### src/rtl/dual_class_intc.sv
module dual_class_intc #(
  parameter int N_EXT  = 7,
  parameter int N_INT  = 10,
  parameter int RANK_W = 5,
  parameter int ADDR_W = 6,
  parameter int RANK_BASE = 32
) (
  input  logic                    clk,
  input  logic                    rst_n,
  input  logic [N_EXT-1:0]        ext_irq,
  input  logic [N_INT-1:0]        int_irq,
  input  logic                    wr_en,
  input  logic [ADDR_W-1:0]       addr,
  input  logic [N_EXT+N_INT-1:0]  wdata,
  output logic [N_EXT+N_INT-1:0]  rdata,
  output logic                    crit_irq,
  output logic                    ncrit_irq
);
  localparam int N = N_EXT + N_INT;
  localparam int VEC_W = $clog2(N + 1);
  localparam logic [ADDR_W-1:0] A_STAT = ADDR_W'(0);
  localparam logic [ADDR_W-1:0] A_PEND = ADDR_W'(1);
  localparam logic [ADDR_W-1:0] A_EN   = ADDR_W'(2);
  localparam logic [ADDR_W-1:0] A_MODE = ADDR_W'(3);
  localparam logic [ADDR_W-1:0] A_POL  = ADDR_W'(4);
  localparam logic [ADDR_W-1:0] A_CLS  = ADDR_W'(5);
  localparam logic [ADDR_W-1:0] A_VEC  = ADDR_W'(6);

  logic [N_EXT-1:0] sync1_q, sync2_q;
  logic [N-1:0] en_q, mode_q, pol_q, cls_q;
  logic [N-1:0] smp_q, stat_q, chg_q;
  logic [RANK_W-1:0] rank_q [N];

  logic [N-1:0] raw, qual, edge_hit, chg, clr_m, status, pend, cpend;
  logic [VEC_W-1:0] vec;

  assign raw      = {int_irq, sync2_q};
  assign qual     = ~(raw ^ pol_q);
  assign edge_hit = qual & ~smp_q & ~chg_q & mode_q;

  always_comb begin
    chg = '0;
    if (wr_en && addr == A_MODE) chg = wdata ^ mode_q;
    if (wr_en && addr == A_POL)  chg = wdata ^ pol_q;
  end

  assign clr_m  = chg | ((wr_en && addr == A_STAT) ? wdata : '0);
  assign status = (mode_q & stat_q) | (~mode_q & smp_q);
  assign pend   = status & en_q;
  assign cpend  = pend & cls_q;

  assign crit_irq  = |cpend;
  assign ncrit_irq = |(pend & ~cls_q);

  always_ff @(posedge clk) begin
    if (!rst_n) begin
      sync1_q <= '0;
      sync2_q <= '0;
      smp_q   <= '0;
      stat_q  <= '0;
      chg_q   <= '0;
      en_q    <= '0;
      mode_q  <= '0;
      pol_q   <= '1;
      cls_q   <= '0;
      for (int i = 0; i < N; i++) rank_q[i] <= '0;
    end else begin
      sync1_q <= ext_irq;
      sync2_q <= sync1_q;
      smp_q   <= qual;
      chg_q   <= chg;
      stat_q  <= (stat_q | edge_hit) & ~clr_m;
      if (wr_en) begin
        if (addr == A_EN)   en_q   <= wdata;
        if (addr == A_MODE) mode_q <= wdata;
        if (addr == A_POL)  pol_q  <= wdata;
        if (addr == A_CLS)  cls_q  <= wdata;
        for (int i = 0; i < N; i++)
          if (addr == ADDR_W'(RANK_BASE + i)) rank_q[i] <= wdata[RANK_W-1:0];
      end
    end
  end

  always_comb begin
    logic [RANK_W-1:0] best;
    logic found;
    vec   = '1;
    best  = '1;
    found = 1'b0;
    for (int i = 0; i < N; i++)
      if (cpend[i] && (!found || rank_q[i] < best)) begin
        found = 1'b1;
        best  = rank_q[i];
        vec   = VEC_W'(i);
      end
  end

  always_comb begin
    rdata = '0;
    case (addr)
      A_STAT: rdata = status;
      A_PEND: rdata = pend;
      A_EN:   rdata = en_q;
      A_MODE: rdata = mode_q;
      A_POL:  rdata = pol_q;
      A_CLS:  rdata = cls_q;
      A_VEC:  rdata = {{(N-VEC_W){1'b0}}, vec};
      default:
        for (int i = 0; i < N; i++)
          if (addr == ADDR_W'(RANK_BASE + i)) rdata = {{(N-RANK_W){1'b0}}, rank_q[i]};
    endcase
  end


  crit_vec_chk: assert property (@(posedge clk) disable iff (!rst_n)
    crit_irq == (vec != '1));


  vec_valid_chk: assert property (@(posedge clk) disable iff (!rst_n)
    (vec != '1) |-> cpend[vec]);


  sticky_chk: assert property (@(posedge clk) disable iff (!rst_n)
    ((($past(stat_q) & ~$past(clr_m)) & ~stat_q) == '0));


  cfg_clear_chk: assert property (@(posedge clk) disable iff (!rst_n)
    (stat_q & chg_q) == '0);


  masked_quiet_chk: assert property (@(posedge clk) disable iff (!rst_n)
    (en_q == '0) |-> (!crit_irq && !ncrit_irq));
endmodule

### config.mk
export PLATFORM = sky130hd
export DESIGN_NAME = dual_class_intc
export DESIGN_NICKNAME = d
export VERILOG_FILES = /design/src/rtl/dual_class_intc.sv
export SDC_FILE = /design/constraint.sdc
export NUM_CORES = 1
export LEC_CHECK = 0
export ABC_AREA = 1
export ABC_CLOCK_PERIOD_IN_PS = 30200
export BUFFER_PORTS_ARGS = -buffer_cell sky130_fd_sc_hd__buf_2
export CORE_MARGIN = 2
export CORE_UTILIZATION = 55
export CTS_CLUSTER_SIZE = 14
export DETAILED_ROUTE_END_ITERATION = 7
export PLACE_DENSITY_LB_ADDON = 0.25
export SETUP_SLACK_MARGIN = 0.3
export SLEW_MARGIN = 0
export SYNTH_ARGS = -nofsm -noshare
export SYNTH_HDL_FRONTEND = slang
export SYNTH_SLANG_ARGS = --single-unit
### constraint.sdc
create_clock -name clk -period 30.2 [get_ports clk]
set_input_delay 0 -clock clk [delete_from_list [all_inputs] [get_ports clk]]
set_output_delay 0 -clock clk [all_outputs]
set_load 0.005 [all_outputs]
## Word level (Yosys, flattened, before mapping)

Memory sizes are Yosys's and may differ from the RTL's.
Index checks and enable logic that the tools add are counted.

- Shift operators: 0
- Muxes and demuxes: 156
- Div/mod/pow operators: 0
- Reductions and logical operators: 58
- Order comparisons: 16
- Multiply operators: 0
- Bitwise logic cells: 38
- Eq/ne operators: 23
- Add/sub/neg operators: 0

Operators with widths:

| cell | count |
|---|---|
| $mux 17 | 19 |
| $mux 5 | 51 |
| $and 17x17->17 | 9 |
| $pmux 17 s7 | 1 |
| $eq 6x6->1 const B | 17 |
| $not 17->17 | 6 |
| $mux 1 | 85 |
| $lt 5x5->1 | 16 |
| $or 17x17->17 | 3 |
| $xor 17x17->17 | 3 |
| $reduce_or 17->1 | 2 |
| $logic_and 1x1->1 | 19 |
| $eq 6x3->1 const B | 3 |
| $or 1x1->1 | 17 |
| $logic_not 1->1 | 16 |
| $logic_or 1x1->1 | 16 |
| $eq 6x2->1 const B | 2 |
| $reduce_and 2->1 | 4 |
| $eq 6x1->1 const B | 1 |
| $logic_not 6->1 | 1 |

- Output and inout port bits: 19
- Logic and storage cells: 301
- Memories kept: 1
- RAM bits: 85
- ROM bits: 0
- Register bits: 133
- Bits of input ports: 43
- Latch bits: 0

Memories:

| name | depth | bits a word | rd ports | clocked after memory_dff | write ports | line | text |
|---|---|---|---|---|---|---|---|
| rank_q | 17 | 5 | 17 | 0 | 17 | 32 | `logic [RANK_W-1:0] rank_q [N];` |

## Depth between registers and ports, before layout

Gate-level depths: netlist of the first run.

- Depth in word-level cells: 71
- Depth in mapped cells: 170
- Mapped depth without buffers: 156

## Least setup slack after synthesis of the first run

OpenSTA, ideal clock, no wires.

- Kind: register to output
- Start point: register mode_q[0]
- End point: output rdata[3]
- Buffers on the path: 14
- Required time: 30.200 ns
- Cell stages (with the launch flop): 157
- Setup slack: 12.819 ns
- Data arrival time: 17.381 ns
- Cells stage by stage: dfxtp_1 inv_2 nand2_2 nand2_4 inv_2 nor2_2 inv_1 nor2_8 inv_1 nor2_1 ha_1 o21a_1 nand2_1 nor2_1 nand2_1 nand2_2 nand2_2 nand2_4 [121 not listed] a21oi_1 nor2_1 a211oi_1 nand2_1 nand2_2 nand2_2 buf_2 nand2_1 o21ai_1 ha_1 a21oi_1 nor2_1 a211oi_1 nand2_1 nand2_1 nand2_2 nand3_1 nand3_1

- Word-level cells in the longest chain between the ends: 71
- Elaborated cells on any way between the ends: 120
- Those cells by class: 16 x order compare; 50 x mux; 6 x bitwise; 48 x reduce/logical

Ends and longest elaborated chain:

| what | line | text |
|---|---|---|
| start: declaration | 30 | `logic [N-1:0] en_q, mode_q, pol_q, cls_q;` |
| start signal: assignment | 75 | `if (addr == A_MODE) mode_q <= wdata;` |
| $not 17->17 | 48 | `assign status = (mode_q & stat_q) \| (~mode_q & smp_q);` |
| $and 17x17->17 | 48 |  |
| $or 17x17->17 * | 48 |  |
| $and 17x17->17 * | 49 | `assign pend = status & en_q;` |
| $and 17x17->17 * | 50 | `assign cpend = pend & cls_q;` |
| $mux 5 or $mux 1 (tied branches) | 91 | `if (cpend[i] && (!found \|\| rank_q[i] < best)) begin` |
| $lt 5x5->1 or $logic_not 1->1 (tied branches) | 91 |  |
| $logic_or 1x1->1 | 91 |  |
| [55 not listed] | - |  |
| $logic_or 1x1->1 | 91 |  |
| $logic_and 1x1->1 | 91 |  |
| $mux 5 or $mux 1 (tied branches) | 91 |  |
| $lt 5x5->1 or $logic_not 1->1 (tied branches) | 91 |  |
| $logic_or 1x1->1 | 91 |  |
| $logic_and 1x1->1 | 91 |  |
| $mux 5 * | 91 |  |
| $pmux 17 s7 * | 100 | `case (addr)` |
| end: declaration | 15 | `output logic [N_EXT+N_INT-1:0] rdata,` |

Every way passes the cells marked *; elsewhere a longest branch is shown, timed or not.

## Worst setup path after layout of the first run

- Start point: register mode_q[0]
- End point: output rdata[0]

- Word-level cells in the longest chain between the ends: 71
- Elaborated cells on any way between the ends: 120
- Those cells by class: 16 x order compare; 50 x mux; 6 x bitwise; 48 x reduce/logical

Ends and longest elaborated chain:

| what | line |
|---|---|
| $not 17->17 | 48 |
| $and 17x17->17 | 48 |
| $or 17x17->17 | 48 |
| $and 17x17->17 | 49 |
| $and 17x17->17 | 50 |
| $mux 5 or $mux 1 (tied branches) | 91 |
| $lt 5x5->1 or $logic_not 1->1 (tied branches) | 91 |
| $logic_or 1x1->1 | 91 |
| [55 not listed] | - |
| $logic_or 1x1->1 | 91 |
| $logic_and 1x1->1 | 91 |
| $mux 5 or $mux 1 (tied branches) | 91 |
| $lt 5x5->1 or $logic_not 1->1 (tied branches) | 91 |
| $logic_or 1x1->1 | 91 |
| $logic_and 1x1->1 | 91 |
| $mux 5 | 91 |
| $pmux 17 s7 * | 100 |

Marked as above.

==> flow_summary.ini, run 1 <==
[final_layout]
drive_above_1_share_pct = 12.5
nFillCells = 2163
n_antenna_cell = 0
design_area_mm2 = 0.0152
final_core_util_pct = 62.4
area_growth_pct = 11.6
layout.nets = 1988

[flow_run]
maxCapViolations = 0

[critical_path]
cp_data_arrival_time_ns = 20.50
startpoint = mode_q[0]
critPathLaunchType = register
cp-end-kind = primary output
cp_common_cell = nand2_1
crit_buf_inv = 12
slowest_stage = o21ai_0
crit_type = reg -> out
crit_path_max_incr_delay_ns = 0.40
path_max_fanout = 13
crit_required_ns = 30.20
crit_family = simple AND/OR/NAND/NOR gates
rr_startpoint = mode_q[0]

[die]
dieHeight_um = 161
ioPinCount = 62
die_area_mm2 = 0.0260
coreArea_mm2 = 0.0243
fp-row-count = 57
initial_core_util_pct = 55.9
die-width_um = 161

[route]
postRouteWirelength_um = 37600
ant_nets = 0
drc = 0
firstDrtPassIters = 6
wl_per_cell_um = 16.7
viasPerCell = 5.65
vias = 12700
drtIter0Drc = 999

[clock_tree]
cts_made_buffers = 22
htreeDepth = 1
cts_resized = 0
clockBufferDepth = 3
clk_pin_slew_ns = 0.06
post_cts_buffers = 0
ctsHoldBuffers = 38
clk_latency_ns = 0.50
cts_tree = done
cts-root-buf = clkbuf_16
cts.sinks = 218

[logic_synthesis]
syn_area_per_cell_um2 = 7.45
synthCells = 1826
yosysTopAreaCell = dfxtp_1
synth_top_area_share_pct = 19.6
yosys_warnings = 0
seq_area_frac_synth_pct = 38.3
synthDistinctLibCells = 51
ys_ff_latch = 218
synthTopCellsByArea = dfxtp_1, edfxtp_1, inv_1
synth-edff-count = 85
synth.net_count = 1905
synthArstFlopShare_pct = 0
synthFlopType = dfxtp_1
synthMostInstantiatedCell = inv_1
syn_area_mm2 = 0.0136
netlist_top_cells_count = inv_1, nand2_1, nor2_1, o21ai_0, dfxtp_1

[power_and_ir_drop]
leakage_nw = 7.12
ir_drop_uv = 42.6
powerDensity_mw_per_mm2 = 42.4

[sta]
rsz0062_at_grt = no
fin_crit_ns = 20.50
fin_skew_ns = 0.00627
finalSetupViolCount = 0
whs_ns = 0.203
hold_viol = 0
max-slew-margin-rel_pct = 15.7
worst_pin_slew_ns = 1.26
tns_ns = 0
fin_crit_sh_pct = 67.9
finalMaxSlewViolations = 0
fmax_mhz = 48.8

[status]
status = finished clean

[place]
portBuffers = 61
gp_congestion = 0.929
placed_area_mm2 = 0.0141
hpwl_um = 27400

[global_route]
antenna_found_initial = 0
grt_pass1_wl_um = 60700
groute.usage.overall_pct = 28.6
grt_pass1_vias = 12000
grt_max_degree = 83
grt-ovfl-total = 0

[min_path]
min_from = ext_irq[0]
hold_path_class = in -> reg
## cell families (layout without fill, tap and decap cells)
logic type	Yosys count	after routing	share of synthesized area [%]
DFF	218	218	38.3
adders and majority gates	36	36	3.31
AOI/OAI and AO/OA	408	408	17.8
muxes	4	4	0.294
buffers and inverters	359	457	10.9
xor gates and xnor gates	17	17	1.09
and+or+nand+nor	784	784	28.3
## per-stage QoR
| step | instances | power [mW] | setup slack (ns) |
|---|---|---|---|
| final | 2248 | 0.644 | 9.70 |
| after floorplan | 1826 | 0.358 | 12.82 |
| after CTS | 2248 | 0.644 | 9.69 |
| after global routing | 2248 | 0.663 | 7.59 |
| after detailed placement | 2171 | 0.377 | 10.39 |
| after global placement | 2171 | 0.376 | 10.93 |
## final timing paths
kind                endpoint  slack [ns]  cells after the start
setup / recovery    rdata[0]        9.70                    143
hold / removal    sync1_q[0]        0.20                      4
setup reg to reg   stat_q[0]       28.97                      4
hold reg to reg   sync2_q[4]        0.41                      2
## per-layer routing
| layer | GRT usage (%) | vias up | share of wire [%] |
|---|---|---|---|
| met5 | 0 | - | 0 |
| met4 | 7.31 | 0 | 2.0 |
| met3 | 3.24 | 59 | 6.5 |
| met2 | 49.0 | 450 | 47 |
| met1 | 38.8 | 5913 | 44 |
| li1 | - | 6285 | - |
## report_power, final
group          switching (mW)  total, mW  internal (mW)
registers             0.00942      0.326          0.317
clock network           0.113      0.268          0.155
logic                  0.0316     0.0488         0.0172
## placed cells by master, fill, tap and decap left out, types with 13 or more instances in the layout
cell,count
a21oi_1,111
a221oi_1,13
a22oi_1,19
buf_2,61
buf_4,13
clkbuf_16,23
dfxtp_1,133
dlygate4sd3_1,38
edfxtp_1,85
ha_1,36
inv_1,298
nand2_1,290
nand2_2,45
nand2_4,34
nand3_1,132
nand3_2,29
nand4_1,15
nor2_1,169
nor3_1,36
o2111ai_1,14
o21ai_0,159
o21bai_1,26
o22ai_1,26
## flip-flops by register name, summed over array words and instances (netlist names)
| register | cells |
|---|---|
| cls_q | 17 |
| pol_q | 17 |
| stat_q | 17 |
| mode_q | 17 |
| smp_q | 17 |
| en_q | 17 |
| chg_q | 17 |
| rank_q | 85 |
| sync1_q | 7 |
| sync2_q | 7 |
## worst min-delay path, cell delays in order
cell and delay [ns]:
dlygate4sd3_1 0.51, buf_2 0.09, nand2_1 0.04, inv_1 0.04
## final cells by class
type                       count  area, um^2  share of cell area (%)
sequential                   218        5220                    34.3
clock buffer                  27         591                    3.89
timing repair buffer         112         783                    5.16
inverter                     306        1160                    7.65
multi-input combinational   1249        6920                    45.6
tap                          324         405                    2.67
clock inverter                12         105                   0.692
(Power assumes the default switching activity.)
==> run 2, diff against run 1 <==
--- a/config.mk
+++ b/config.mk
@@ -5,8 +5,8 @@
 export SDC_FILE = /design/constraint.sdc
 export NUM_CORES = 1
 export LEC_CHECK = 0
-export ABC_AREA = 1
-export ABC_CLOCK_PERIOD_IN_PS = 30200
+export ABC_AREA = 0
+export ABC_CLOCK_PERIOD_IN_PS = 17300
 export BUFFER_PORTS_ARGS = -buffer_cell sky130_fd_sc_hd__buf_2
 export CORE_MARGIN = 2
 export CORE_UTILIZATION = 55
==> constraint.sdc (replaced) <==
create_clock -name clk -period 17.3 [get_ports clk]
set_input_delay 0 -clock clk [delete_from_list [all_inputs] [get_ports clk]]
set_output_delay 0 -clock clk [all_outputs]
set_load 0.005 [all_outputs]
==> run 2 against run 1 <==
The run now ends with setup timing left. Sequential share of layout area down 7.5 points. Hold slack better by 0.0021 ns. Critical path depth down 4. Area after synthesis up 2.9%. Count of clock-buffer cells in the layout up 7. Total power up 87%. Sequential power up 77%. Register-to-register slack worse by 13 ns. Wire length up 40%. Non-clock buffer count up 375. Largest cell class unchanged.
==> flow_summary.ini, run 2 <==
[die]
initial_core_util_pct = 55.8
dieHeight_um = 164
fp-row-count = 58
die-width_um = 164
coreArea_mm2 = 0.0251
ioPinCount = 62
die_area_mm2 = 0.0268

[sta]
finalSetupViolCount = 5
hold_viol = 0
fmax_mhz = 40.9
fin_crit_ns = 24.45
whs_ns = 0.205
worst_pin_slew_ns = 1.20
rsz0062_at_grt = yes
fin_crit_sh_pct = 141
max-slew-margin-rel_pct = 19.5
finalMaxSlewViolations = 0
setup_ws_ns = -7.15
fin_skew_ns = 0.0151

[logic_synthesis]
ys_ff_latch = 218
netlist_top_cells_count = nand2_1, a21oi_1, nor2_1, dfxtp_1, edfxtp_1
syn_area_per_cell_um2 = 8.19
seq_area_frac_synth_pct = 37.2
synthArstFlopShare_pct = 0
synth.net_count = 1788
synthCells = 1709
yosys_warnings = 0
synth_top_area_share_pct = 19.0
yosysTopAreaCell = dfxtp_1
syn_area_mm2 = 0.0140
synthMostInstantiatedCell = nand2_1
synthTopCellsByArea = dfxtp_1, edfxtp_1, nand2_1
synthDistinctLibCells = 99
synthFlopType = dfxtp_1
synth-edff-count = 85

[final_layout]
mostFrequentLayoutCells = buf_4, nand2_1, dfxtp_1, a21oi_1, nor2_1
design_area_mm2 = 0.0194
layout_commonest_cell = buf_4
drive_above_1_share_pct = 32.3
top_register = rank_q
nFillCells = 1691
area_growth_pct = 38.8
largest_register_ffs = 85
layout.nets = 2223

[critical_path]
crit_required_ns = 17.30
crit_family = compound AO/OA/AOI/OAI gates
cp_data_arrival_time_ns = 24.45
path_max_fanout = 7
crit_buf_inv = 20
crit_path_max_incr_delay_ns = 0.50
crit_type = reg -> out
cp_common_cell = ha_4
slowest_stage = or4_4
critPathLaunchType = register
cp-end-kind = primary output

[status]
status = finished with violations
violations = setup timing

[place]
gp_congestion = 0.949
placed_area_mm2 = 0.0170
portBuffers = 61
hpwl_um = 34100

[global_route]
grt-ovfl-total = 0
groute.usage.overall_pct = 37.5
antenna_found_initial = 2
grt_pass1_wl_um = 79600
grt_pass1_vias = 15500
grt_max_degree = 81

[power_and_ir_drop]
seqPwrFrac_pct = 48.0
ir_drop_uv = 85.6
leakage_nw = 8.11
clock_power_share_pct = 41.1
p_switching_uw = 300
combPwrFrac_pct = 10.9
switching_share_pct = 25.0
p_int_uw = 901
powerDensity_mw_per_mm2 = 61.8

[min_path]
hold_path_class = in -> reg

[route]
postRouteWirelength_um = 52600
firstDrtPassIters = 7
viasPerCell = 6.46
ant_nets = 0
wl_per_cell_um = 21.1
vias = 16100
drc = 0
drtIter0Drc = 1741

[clock_tree]
cts-root-buf = clkbuf_16
cts_made_buffers = 22
cts.sinks = 218
cts_tree = done
htreeDepth = 1
clockBufferDepth = 3
clk_latency_ns = 0.51
clk_pin_slew_ns = 0.07

[flow_run]
maxCapViolations = 0
run 2: cell types whose count changed after synthesis, moves of 24 or more:
cell / change
nand2_4: -34
inv_1: -231
a21oi_1: +25
nand3_2: -29
nand3_1: -71
and2_1: +45
nor2_1: -40
o21ai_0: -76
a21o_1: +28
mux2i_1: +24
nand2_2: -45
nand2b_1: +24
run 2: kinds of logic (layout without fill, tap and decap cells):
logic type	count (synthesis)	after routing	synth area share, %
AND/OR/NAND/NOR	702	702	23.0
AO/OA/AOI/OAI	532	532	26.9
flip-flops	218	218	37.2
buffers and inverters	145	596	4.05
multiplexers	47	47	3.73
adder cells (fa/ha/maj)	41	41	3.58
XOR/XNOR	24	24	1.50
other	0	2	0
run 2: final timing paths:
check        cells past startpoint            end  slack [ns]       start
max                            139       rdata[2]       -7.15   mode_q[0]
min                              3  rank_q[0][38]        0.21       wr_en
max reg2reg                      5      stat_q[1]       16.00   mode_q[1]
min reg2reg                      1     sync2_q[1]        0.44  sync1_q[1]
run 2: power by group through the flow:
stage               Clock, mW  Sequential [mW]  Combinational, mW
floorplan                   0            0.576             0.0641
global placement            0            0.584              0.105
detailed placement          0            0.585              0.108
CTS                     0.491            0.574              0.121
global route            0.513            0.578              0.140
finish                  0.494            0.577              0.131
run 2: routing by layer:
layer | up-vias | global-route usage [%] | routed length [um]
met3 | 230 | 5.28 | 4790
met4 | 0 | 19.2 | 2810
li1 | 7198 | - | -
met5 | - | 0 | 0
met2 | 999 | 63.9 | 25200
met1 | 7665 | 46.3 | 19700
run 2: metrics by stage:
stage / TNS [ns] / total power [mW] / util (%) / cells / setup slack, ns
after CTS: -29.60 / 1.19 / 75.3 / 2454 / -5.96
final: -35.49 / 1.20 / 77.4 / 2492 / -7.15
after floorplan: -28.46 / 0.640 / - / 1709 / -5.75
after global routing: -39.95 / 1.23 / 77.4 / 2492 / -8.05
after global placement: -25.74 / 0.689 / 67.7 / 2311 / -5.17
after detailed placement: -31.12 / 0.693 / 67.7 / 2311 / -6.25
run 2: worst reg2reg max path, stage by stage, from the launching register on:
cell,delay (ns)
dfxtp_1,0.36
buf_4,0.15
inv_1,0.06
nor4b_1,0.29
o21ai_0,0.12
a221oi_1,0.24
run 2: final cells by class:
class | count | area [um^2] | area share (%)
inverters | 69 | 262 | 1.35
well taps | 330 | 413 | 2.12
multi-input cells | 1346 | 9190 | 47.3
clock inverters | 6 | 56.3 | 0.290
clock buffers | 34 | 689 | 3.55
flip-flops and latches | 218 | 5220 | 26.8
diodes | 2 | 5.00 | 0.0257
repair buffers | 487 | 3610 | 18.6
run 2: timing repair:
action	4_1_cts	5_1_grt
endpoints found under the setup margin	5	5
pin swaps	47	70
resized for setup	64	55
buffers inserted	68	36
hold buffers	35	0
endpoints found under the hold margin	119	0
==> run 3, diff against run 2 <==
--- a/config.mk
+++ b/config.mk
@@ -5,9 +5,10 @@
 export SDC_FILE = /design/constraint.sdc
 export NUM_CORES = 1
 export LEC_CHECK = 0
-export ABC_AREA = 0
+export ABC_AREA = 1
 export ABC_CLOCK_PERIOD_IN_PS = 17300
 export BUFFER_PORTS_ARGS = -buffer_cell sky130_fd_sc_hd__buf_2
+export CORE_ASPECT_RATIO = 0.7
 export CORE_MARGIN = 2
 export CORE_UTILIZATION = 55
 export CTS_CLUSTER_SIZE = 14
==> run 3 against run 2 <==
The flow still finishes with violations (setup timing). Sequential power is essentially flat. Cell count shrank 5.7%. Register-to-register slack gained 0.10 ns. First-iteration DRC count shrank 5.9%. Sequential share of layout area grew 3.4 points. Total power shrank 1.5%. Combinational power shrank 25%. Utilization shrank 7.1 points. Wire length shrank 15%. Clock skew shrank 0.0074 ns. Via count shrank 14%. Worst setup slack gained 6.8 ns. Critical endpoint is now rdata[1]. Highest routed layer unchanged.
==> flow_summary.ini, run 3 (synthesized netlist as in run 1, its figures left out) <==
[route]
firstDrtPassIters = 6
vias = 13900
viasPerCell = 5.92
postRouteWirelength_um = 44900
drc = 0
wl_per_cell_um = 19.1
ant_nets = 0
drtIter0Drc = 1638

[critical_path]
slowest_stage = dfxtp_2
cp-end-kind = primary output
rr_worst_depth = 4
reg2reg_slack_ns = 16.10
cp_data_arrival_time_ns = 17.69
critPathLaunchType = register
reg2reg_to = stat_q[7]
crit_type = reg -> out
rr_startpoint = mode_q[7]
crit_path_max_incr_delay_ns = 0.34
crit_required_ns = 17.30
cp_common_cell = nand2_4
path_max_fanout = 8

[global_route]
grt_pass1_vias = 12000
groute.usage.overall_pct = 31.1
grt_pass1_wl_um = 63800
antenna_found_initial = 0
grt_max_degree = 67
grt-ovfl-total = 0

[sta]
fin_crit_sh_pct = 102
worst_pin_slew_ns = 1.11
finalSetupViolCount = 5
rsz0062_at_grt = yes
fin_skew_ns = 0.00762
max-slew-margin-rel_pct = 25.6
setup_ws_ns = -0.391
fin_crit_ns = 17.69
tns_ns = -1.66
fmax_mhz = 56.5
finalMaxSlewViolations = 0
hold_viol = 0

[die]
dieHeight_um = 136
initial_core_util_pct = 55.5
ioPinCount = 62
die-width_um = 192
fp-row-count = 48
coreArea_mm2 = 0.0245
die_area_mm2 = 0.0260

[clock_tree]
clk_latency_ns = 0.53
cts_made_buffers = 23
clockBufferDepth = 3
cts.sinks = 218
cts-root-buf = clkbuf_16
cts_tree = done
htreeDepth = 1
clk_pin_slew_ns = 0.07

[final_layout]
layout.nets = 2086
layout_commonest_cell = inv_1
top_register = rank_q
largest_register_ffs = 85
area_growth_pct = 26.6
seq_area_mm2 = 0.00522
mostFrequentLayoutCells = inv_1, nand2_1, nor2_1, dfxtp_1, o21ai_0
nFillCells = 1871
multi_input_area_mm2 = 0.00811
design_area_mm2 = 0.0172
final_core_util_pct = 70.3
drive_above_1_share_pct = 24.7

[place]
portBuffers = 61
placed_area_mm2 = 0.0143
pre_cts_slack_ns = -0.662
hpwl_um = 29500
gp_congestion = 0.968

[power_and_ir_drop]
p_total_mw = 1.18
powerDensity_mw_per_mm2 = 68.7
ir_drop_uv = 76.3
leakage_nw = 7.83

[status]
status = finished with violations
violations = setup timing

[flow_run]
maxCapViolations = 0

[min_path]
hold_path_class = in -> reg
hold-path-cell-count = 4
min_from = ext_irq[1]
holdPathEnd = sync1_q[1]
run 3: cell types whose count changed in the layout (fill, tap and decap cells not counted), sizes merged, moves of 27 or more:
cell | before | now
o21ai | 92 | 164
inv | 72 | 304
a21oi | 140 | 111
buf | 452 | 170
nand3 | 61 | 161
a21o | 29 | 0
nor2 | 136 | 181
mux2i | 31 | 4
nand2 | 310 | 372
and2 | 45 | 0
run 3: layout make-up:
cell class | instances | area share (%)
inverters | 306 | 6.77
flip-flops and latches | 218 | 30.3
clock buffers | 30 | 3.78
clock inverters | 12 | 0.690
multi-input cells | 1252 | 47.1
repair buffers | 206 | 8.99
diodes | 1 | 0.0145
well taps | 325 | 2.36
run 3: timing repair:
action | in CTS | in global routing
endpoints found under the hold margin | 117 | 0
hold buffers | 36 | 0
setup buffers | 29 | 43
pin swaps | 37 | 126
endpoints found under the setup margin | 5 | 5
cloned | 2 | 1
gates resized for setup | 80 | 184
run 3: how the worst max path moves through the flow:
stage | slack (ns) | start | end | depth (start not counted)
after floorplan | 0.34 | mode_q[0] | rdata[3] | 166
after global placement | -0.35 | mode_q[0] | rdata[1] | 148
after detailed placement | -0.66 | mode_q[0] | rdata[3] | 146
after CTS | 0.32 | mode_q[0] | rdata[1] | 157
after global routing | -1.11 | mode_q[0] | rdata[2] | 154
final | -0.39 | mode_q[0] | rdata[1] | 152
run 3: through the flow:
stage          hold slack (ns)  cells
3_5_place_dp             0.187   2196
5_1_grt                  0.210   2349
3_3_place_gp             0.180   2196
4_1_cts                  0.163   2305
6_report                 0.179   2350
2_1_floorplan           0.0976   1826
run 3: power by group:
| group | internal [mW] | leakage (nW) | switching (mW) | total [mW] |
|---|---|---|---|---|
| Combinational | 0.0356 | 5.56 | 0.0622 | 0.0978 |
| Sequential | 0.554 | 1.89 | 0.0236 | 0.577 |
| Clock | 0.285 | 0.382 | 0.223 | 0.509 |
| Total | 0.874 | 7.83 | 0.309 | 1.18 |
run 3: worst max-delay path, delay by kind of cell (launching register included):
family	cells	cell delay, ns
simple gates	91	8.23
fa+ha+maj	16	4.04
compound gates	27	3.28
buf+inv	18	1.24
flops	1	0.34
run 3: routing by layer:
metal  vias to the layer above  part of all wire [%]  track usage, %  wire (um)
li1                       6505                     -               -          -
met1                      6463                    44            48.4      19700
met2                       837                    42            44.4      19000
met3                       114                    11            5.59       4960
met4                         0                   2.8            6.62       1240
met5                         -                     0               0          0
